## src/rtl/xfer_pkg.sv

```systemverilog
package xfer_pkg;
    localparam int OP_W     = 4;
    localparam int INV_BIT  = 1;
    localparam int FN_LSB   = 2;

    typedef enum logic [1:0] {
        FN_PASS = 2'b00,
        FN_INC  = 2'b01,
        FN_ROL  = 2'b10,
        FN_ROR  = 2'b11
    } xfer_fn_e;
endpackage

```

## src/rtl/xfer_pre.sv

```systemverilog
module xfer_pre #(
    parameter int DATA_W = 16
) (
    input  logic [DATA_W-1:0] src_i,
    input  logic              inv_i,
    output logic [DATA_W-1:0] word_o
);
    // Per-bit conditional inversion, ahead of the modification stage
    for (genvar gi = 0; gi < DATA_W; gi++) begin : g_inv
        assign word_o[gi] = src_i[gi] ^ inv_i;
    end
endmodule

```

## src/rtl/xfer_func.sv

```systemverilog
module xfer_func
    import xfer_pkg::*;
#(
    parameter int DATA_W = 16
) (
    input  logic [DATA_W-1:0] word_i,
    input  xfer_fn_e          fn_i,
    input  logic              link_i,
    output logic [DATA_W-1:0] res_o,
    output logic              link_upd_o,
    output logic              link_nx_o,
    output logic              carry_upd_o,
    output logic              carry_nx_o
);
    localparam int MSB = DATA_W - 1;

    logic [DATA_W:0] sum_w;
    assign sum_w = {1'b0, word_i} + {{DATA_W{1'b0}}, 1'b1};

    always_comb begin
        res_o       = word_i;
        link_upd_o  = 1'b0;
        link_nx_o   = link_i;
        carry_upd_o = 1'b0;
        carry_nx_o  = 1'b0;
        unique case (fn_i)
            FN_PASS: res_o = word_i;
            FN_INC: begin
                res_o       = sum_w[MSB:0];
                carry_upd_o = 1'b1;
                carry_nx_o  = sum_w[DATA_W];
            end
            FN_ROL: begin
                res_o      = {word_i[MSB-1:0], link_i};
                link_upd_o = 1'b1;
                link_nx_o  = word_i[MSB];
            end
            FN_ROR: begin
                res_o      = {link_i, word_i[MSB:1]};
                link_upd_o = 1'b1;
                link_nx_o  = word_i[0];
            end
            default: res_o = word_i;
        endcase
    end
endmodule

```

## src/rtl/xfer_state.sv

```systemverilog
module xfer_state #(
    parameter int DATA_W = 16
) (
    input  logic              clk,
    input  logic              rst,
    input  logic              stb_i,
    input  logic              link_upd_i,
    input  logic              link_nx_i,
    input  logic              carry_upd_i,
    input  logic              carry_nx_i,
    input  logic              cap_i,
    input  logic [DATA_W-1:0] cap_val_i,
    output logic              link_o,
    output logic              carry_o,
    output logic [DATA_W-1:0] disp_o
);
    typedef struct packed {
        logic              link;
        logic              carry;
        logic [DATA_W-1:0] disp;
    } st_t;

    st_t st_d, st_q;

    always_comb begin
        st_d = st_q;
        if (stb_i) begin
            if (link_upd_i)  st_d.link  = link_nx_i;
            if (carry_upd_i) st_d.carry = carry_nx_i;
            if (cap_i)       st_d.disp  = cap_val_i;
        end
    end

    always_ff @(posedge clk) begin
        if (rst) st_q <= '0;
        else     st_q <= st_d;
    end

    assign link_o  = st_q.link;
    assign carry_o = st_q.carry;
    assign disp_o  = st_q.disp;

    AST_RESET_CLEAR: assert property (@(posedge clk)
        rst |=> (!link_o && !carry_o && disp_o == '0));
    AST_IDLE_HOLD: assert property (@(posedge clk) disable iff (rst)
        !stb_i |=> ($stable(link_o) && $stable(carry_o) && $stable(disp_o)));
    AST_DISP_HOLD: assert property (@(posedge clk) disable iff (rst)
        !(stb_i && cap_i) |=> $stable(disp_o));
endmodule

```

## src/rtl/bus_xfer_modifier.sv

```systemverilog
module bus_xfer_modifier
    import xfer_pkg::*;
#(
    parameter int DATA_W = 16,
    parameter int SEL_W  = 6
) (
    input  logic              clk,
    input  logic              rst,
    input  logic              xfer_stb,
    input  logic [DATA_W-1:0] src_word,
    input  logic [OP_W-1:0]   op_field,
    input  logic [SEL_W-1:0]  dst_code,
    input  logic [SEL_W-1:0]  disp_sel,
    output logic [DATA_W-1:0] xfer_res,
    output logic              dst_we,
    output logic              link_flag,
    output logic              bcarry_flag,
    output logic [DATA_W-1:0] disp_word
);
    localparam int MSB = DATA_W - 1;

    logic [DATA_W-1:0] pre_w;
    logic              l_upd, l_nx, c_upd, c_nx;
    logic              sel_hit;
    xfer_fn_e          fn_w;
    logic              unused_opbit;

    assign fn_w         = xfer_fn_e'(op_field[FN_LSB +: 2]);
    assign unused_opbit = op_field[0];
    assign sel_hit      = (dst_code == disp_sel);
    assign dst_we       = xfer_stb;

    xfer_pre #(.DATA_W(DATA_W)) u_pre (
        .src_i  (src_word),
        .inv_i  (op_field[INV_BIT]),
        .word_o (pre_w)
    );

    xfer_func #(.DATA_W(DATA_W)) u_func (
        .word_i      (pre_w),
        .fn_i        (fn_w),
        .link_i      (link_flag),
        .res_o       (xfer_res),
        .link_upd_o  (l_upd),
        .link_nx_o   (l_nx),
        .carry_upd_o (c_upd),
        .carry_nx_o  (c_nx)
    );

    xfer_state #(.DATA_W(DATA_W)) u_state (
        .clk         (clk),
        .rst         (rst),
        .stb_i       (xfer_stb),
        .link_upd_i  (l_upd),
        .link_nx_i   (l_nx),
        .carry_upd_i (c_upd),
        .carry_nx_i  (c_nx),
        .cap_i       (sel_hit),
        .cap_val_i   (xfer_res),
        .link_o      (link_flag),
        .carry_o     (bcarry_flag),
        .disp_o      (disp_word)
    );

    AST_ROL_LINK: assert property (@(posedge clk) disable iff (rst)
        (xfer_stb && fn_w == FN_ROL) |=> link_flag == $past(pre_w[MSB]));
    AST_ROR_LINK: assert property (@(posedge clk) disable iff (rst)
        (xfer_stb && fn_w == FN_ROR) |=> link_flag == $past(pre_w[0]));
    AST_INC_CARRY: assert property (@(posedge clk) disable iff (rst)
        (xfer_stb && fn_w == FN_INC) |=> (bcarry_flag == $past(&pre_w) && $stable(link_flag)));
    AST_PASS_FLAGS: assert property (@(posedge clk) disable iff (rst)
        (xfer_stb && fn_w == FN_PASS) |=> ($stable(link_flag) && $stable(bcarry_flag)));
    AST_DISP_CAPTURE: assert property (@(posedge clk) disable iff (rst)
        (xfer_stb && dst_code == disp_sel) |=> disp_word == $past(xfer_res));
endmodule

```

## config.mk

```make
export PLATFORM = sky130hd
export DESIGN_NAME = bus_xfer_modifier
export DESIGN_NICKNAME = d
export VERILOG_FILES = /design/src/rtl/xfer_pkg.sv /design/src/rtl/xfer_pre.sv /design/src/rtl/xfer_func.sv /design/src/rtl/xfer_state.sv /design/src/rtl/bus_xfer_modifier.sv
export SDC_FILE = /design/constraint.sdc
export NUM_CORES = 1
export LEC_CHECK = 0
export ABC_AREA = 1
export ABC_CLOCK_PERIOD_IN_PS = 2300
export CAP_MARGIN = 40
export CORE_MARGIN = 2
export CORE_UTILIZATION = 46
export DETAILED_ROUTE_END_ITERATION = 12
export GPL_TIMING_DRIVEN = 0
export PLACE_DENSITY = 0.81
export SYNTH_ARGS = -nofsm -noshare
export SYNTH_HDL_FRONTEND = slang
export SYNTH_SLANG_ARGS = --single-unit
```

## constraint.sdc

```tcl
create_clock -name clk -period 2.3 [get_ports clk]
set_input_delay 0.46 -clock clk [delete_from_list [all_inputs] [get_ports clk]]
set_output_delay 0.46 -clock clk [all_outputs]
set_load 0.05 [all_outputs]
```

**Yosys cells after proc, flatten, opt, wreduce, memory -nomap -nowiden**

Cells that the tools add are included.

- Register bits after elaboration: 18
- Input port bits: 35
- Output and inout bits: 35
- Word-level logic and storage cells: 35

- Add/sub/neg operators: 1
- Eq/ne operators: 4
- Multiplexer cells: 5
- Bitwise operators: 16
- Reduce and logical (&&, ||, !) cells: 6

Operators by type and width:

| kind | number |
|---|---|
| case mux 16 bit (4 select lines) | 1 |
| adder 16 x 1 -> 17 bit (second input constant) | 1 |
| XOR 1 bit | 16 |
| == test 6 bit | 1 |
| == test 2 bit (second input constant) | 2 |
| AND reduction 2 bit | 2 |
| 2-to-1 mux 1 bit | 3 |
| AND reduction 3 bit | 1 |
| == test 2 x 1 -> 1 bit (second input constant) | 1 |
| zero test 2 bit | 1 |
| case mux 1 bit (2 select lines) | 1 |
| nonzero test 2 bit | 1 |
| OR reduction 2 bit | 1 |

**Depth between registers and ports, before layout**

- Depth in word-level cells: 4
- Gate-level depth with buffers: 15
- Mapped depth without buffers: 13

**Cells and area by module**

Synthesis repeated with hierarchy kept, for this count alone.

- Cell total of the unflattened synthesis: 382
- Area total of the unflattened synthesis: 1970.6 um^2

Modules (own cells, without submodules):

| module | times used | cells an instance | area an instance (um^2) | seq. area each (um^2) |
|---|---|---|---|---|
| xfer_func | 1 | 169 | 808.3 | 0.0 |
| xfer_state | 1 | 116 | 748.2 | 360.3 |
| xfer_pre | 1 | 68 | 292.8 | 0.0 |
| bus_xfer_modifier | 1 | 29 | 121.4 | 0.0 |

**Least setup slack after synthesis**

Ideal clock, no wire load.

- Kind: input to output
- Start point: input op_field[1]
- End point: output xfer_res[2]
- Data arrival time: 2.004 ns
- Required time: 1.840 ns
- Setup slack: -0.164 ns
- Stages: 8
- Buffers on the path: 1
- Cells stage by stage: buf_6 inv_4 nand2_1 nand2_2 ha_1 nand2_1 nand2_1 o2111ai_1

- Longest elaborated chain between the ends: 3
- Elaborated cells between the ends (all ways): 6
- Classes of those cells: 1 x add/sub; 1 x mux; 4 x bitwise

RTL lines:

| element | line | source |
|---|---|---|
| start: declaration | bus_xfer_modifier.sv:11 | `input logic [OP_W-1:0] op_field,` |
| XOR 1 bit | xfer_pre.sv:10 | `assign word_o[gi] = src_i[gi] ^ inv_i;` |
| adder 16 x 1 -> 17 bit | xfer_func.sv:18 | `assign sum_w = {1'b0, word_i} + {{DATA_W{1'b0}}, 1'b1};` |
| case mux 16 bit (4 select lines) (*) | xfer_func.sv:26 | `unique case (fn_i)` |
| end: declaration | bus_xfer_modifier.sv:14 | `output logic [DATA_W-1:0] xfer_res,` |

Every way passes the cells marked *; elsewhere a longest branch is shown, timed or not.

**Final worst setup path**

- Start point: input src_word[7]
- End point: output xfer_res[8]

- Longest elaborated chain between the ends: 3

RTL lines:

| element | line | source |
|---|---|---|
| start: declaration | bus_xfer_modifier.sv:10 | `input logic [DATA_W-1:0] src_word,` |
| XOR 1 bit (*) | xfer_pre.sv:10 |  |
| adder 16 x 1 -> 17 bit | xfer_func.sv:18 |  |
| case mux 16 bit (4 select lines) (*) | xfer_func.sv:26 |  |

Marks and branches as above.

==> results.md <==
- Routing usage on met3: 4.70%
- Post-synth cell types: 30
- Clock transition at path regs: around 70 ps
- Worst-margin pin slew: between 500 and 600 ps
- Yosys warns: 0
- Vias per cell: 5.54
- Seq pwr share: 23.9%
- Crit Path Max Fanout: 6
- Post-Synthesis Cells: ~380
- Core area: roughly 4300 sq um
- EDFF count, synth: 0
- First-pass iteration count of the detailed router: 5
- Most used flip-flop cell after synthesis: dfxtp_1
- Internal reg-to-reg setup slack: 1350 ps
- Seq/Total Area, Yosys: ~18%
- Initial Utilization: 47.5%
- Share of cells above drive strength 1: 32.8%
- Reg2reg start: u_state.link_o$_SDFFE_PP0P_
- Switch share: 43.1%
- Grt met2 use: around half
- Async SR Flop Fraction: 0%
- FP Rows: 24
- Max-slew violations: 0
- CP Data Required Time: between 1500 and 2000 ps
- Logic pwr share: between 50% and 60%
- Nets: 525
- Die Y: between 70 and 80 microns
- DRT Wirelength: 8060 microns
- Hold crit path type: reg -> reg
- Mapped Area: a little over 2000 sq um
- Number of global-route vias before repair: 2655
- First-pass GRT wire length: between 10000 and 15000 microns
- TritonCTS buffer count: 3
- Clock skew: 2.45 ps
- M1 GR Usage: a little over a third
- Fin crit share: 106%
- PortBufs: 67
- Reg2reg end: u_state.disp_o[15]$_SDFFE_PP0P_
- Post-synthesis register bit count: 18
- Worst hold stages: 2
- GRT Overall Usage: 27.9%
- CTS root buf: clkbuf_8
- # H-tree levels: 1
- Antenna diode count: 0
- Die X: slightly above 70 microns
- Peak Freq: 410 MHz
- Later-pin clock latency in the skew report: ~250 ps
- CTS tree: built
- WL per Instance: 14.9 microns
- Pre-CTS setup slack: -1030 ps
- Int Pwr: approximately 0.77 mW
- Die Area: between 5000 and 6000 sq um
- DRC: 0
- Slew HR: about two thirds
- Starting DRT DRC Count: between 200 and 300
- CTS Buffer Depth: 2
- RSZ-0062 raised after global routing: yes
- HPWL after DPL: between 4000 and 5000 microns
- Synth top area cells: nand2_1 (25%), dfxtp_1 (18%), inv_1 (9.3%), nor2_1 (9.1%), nand3_1 (6.3%)
- Kind of critical path: in -> out
- Grt peak-use layer: met2
- Synth top area share: 25.2%
- Vias: ~3000
- Worst EP arrival: 1980 ps
- Final Hold Fails: 0
- Clk pwr share: a little under a fifth
- ANT nets after route: 0
- Layout area overhead: 70.5%
- Num ports: 70
- Clock sinks: 18
- Worst setup EP type: output pin
- Area leader, netlist: nand2_1
- Fin Hold WS: about 520 ps
- Reg2reg path depth: 4
- Tmin final: between 2000 and 2500 ps
- Syn Area/Cell: 5.40 sq um
- Multi-input gate area: 1710 sq um
- Pleak: roughly 1.7 nW
- Largest net degree at the start of global routing: 11
- Seq. cell area: roughly 360 sq um
- Final Worst Setup Slack: -137 ps
- Max cap viols: 0
- Critical Path Start Type: input port
- Total power: between 1 and 1.5 mW
- Power density relative to cell area: ~380 nW/um^2
- Status: finished, violations left
- Routability Congestion: 0.928
- HP Start: u_state.disp_o[2]$_SDFFE_PP0P_
- Setup Viol. Count Final: 4
- Worst Hold End: u_state.disp_o[2]$_SDFFE_PP0P_
- Sw power: about 0.58 mW
- Failing checks: setup timing
- Syn_nets: 417
- Grt total ovfl: 0
- Worst vdd ir: roughly 0.34 mV
- Fillcell total: 310
- Initial antenna violation count: 0
- CTS hold repair buffers: 0
==> what timing repair did <==
action                                  4_1_cts  5_1_grt
gates cloned                                  0        3
endpoints found under the setup margin       17       24
pin swaps                                    28       27
gates resized for setup                     175       52
buffers inserted                             25        8
==> stage by stage <==
| step | util [%] | setup TNS, ps | instance area (sq um) | std cells |
|---|---|---|---|---|
| 2_1_floorplan | - | 0 | 2100 | 381 |
| 3_3_place_gp | 65.5 | -16100 | 2830 | 500 |
| 3_5_place_dp | 65.5 | -16630 | 2830 | 500 |
| 4_1_cts | 74.7 | 0 | 3230 | 529 |
| 5_1_grt | 81.1 | -661 | 3510 | 540 |
| 6_report | 81.1 | -171 | 3510 | 540 |
==> critical path: stages <==
cell	delay, ps
dlygate4sd2_1	250
inv_1	100
nand2_2	100
nand2_4	80
nor2_4	130
nand2_2	90
nor2_4	170
nand2_1	120
nand3_1	110
nand3b_1	170
buf_6	210
==> power groups by stage <==
stage	registers [mW]	clock network, mW	logic, mW
after floorplan	0.350	0	0.376
after global placement	0.329	0	0.593
after detailed placement	0.329	0	0.598
after CTS	0.322	0.260	0.680
after global routing	0.322	0.274	0.814
final	0.322	0.259	0.768
==> kinds of logic (layout without fill, tap and decap cells) <==
kind of cell / after synthesis / after routing / share of synthesized area (%)
compound gates: 36 / 36 / 10.7
buf+inv: 66 / 173 / 13.6
flops: 18 / 18 / 17.5
xor+xnor: 2 / 2 / 0.852
fa+ha+maj: 1 / 1 / 0.609
simple gates: 258 / 258 / 56.7
==> synthesized netlist by cell type, types with 4 or more instances <==
| cell type | count |
|---|---|
| nor2_1 | 50 |
| nand3_1 | 26 |
| nand2_4 | 5 |
| dfxtp_1 | 18 |
| a21oi_1 | 4 |
| nor2_2 | 6 |
| clkbuf_1 | 6 |
| nand2_2 | 9 |
| nand4_1 | 14 |
| inv_1 | 51 |
| nor2_4 | 4 |
| nand2_1 | 138 |
| o22ai_1 | 10 |
| o2111ai_1 | 6 |
| o21ai_1 | 6 |
| o21ai_0 | 8 |
==> routing by layer <==
| layer | share of wire, % | vias to the layer above |
|---|---|---|
| met4 | 3.4 | 0 |
| met1 | 38 | 1360 |
| met5 | 0 | - |
| met2 | 49 | 177 |
| li1 | - | 1425 |
| met3 | 9.8 | 31 |
==> how the worst max path moves through the flow <==
stage	startpoint	slack, ps	to	cells after the start
2_1_floorplan	op_field[1]	9	xfer_res[8]	10
3_3_place_gp	src_word[0]	-1040	xfer_res[14]	11
6_report	src_word[7]	-140	xfer_res[8]	11
3_5_place_dp	op_field[2]	-1030	xfer_res[7]	7
5_1_grt	src_word[7]	-170	xfer_res[8]	11
4_1_cts	src_word[15]	5	xfer_res[15]	8
==> registers in the layout (all words and copies together), names as in the netlist <==
name             count
u_state.carry_o      1
u_state.disp_o      16
u_state.link_o       1
==> cell type report <==
cell class | instances | share of cell area [%]
sequential | 18 | 10.3
buffer | 13 | 3.46
clock buffer | 4 | 1.57
inverter | 53 | 6.10
timing repair buffer | 103 | 27.9
multi-input combinational | 297 | 48.8
tap | 52 | 1.86
==> cells in the final DEF, fill, tap and decap left out, types with 3 or more instances in the layout <==
cell type	count
a21oi_1	4
clkbuf_16	3
clkbuf_8	5
buf_6	10
clkbuf_2	6
nand2_1	108
o21ai_0	8
buf_4	37
nand2_2	33
inv_2	3
dlygate4sd2_1	12
nand4_1	14
nor2_4	13
buf_2	3
o21ai_1	6
nand3_2	10
nor2_1	40
inv_1	48
nand3_1	15
nor2_2	7
dfxtp_1	18
nand2_4	10
buf_8	4
clkdlybuf4s15_1	3
o22ai_1	10
clkdlybuf4s50_1	33
o2111ai_2	4
Power figures use the tool's default switching activity.
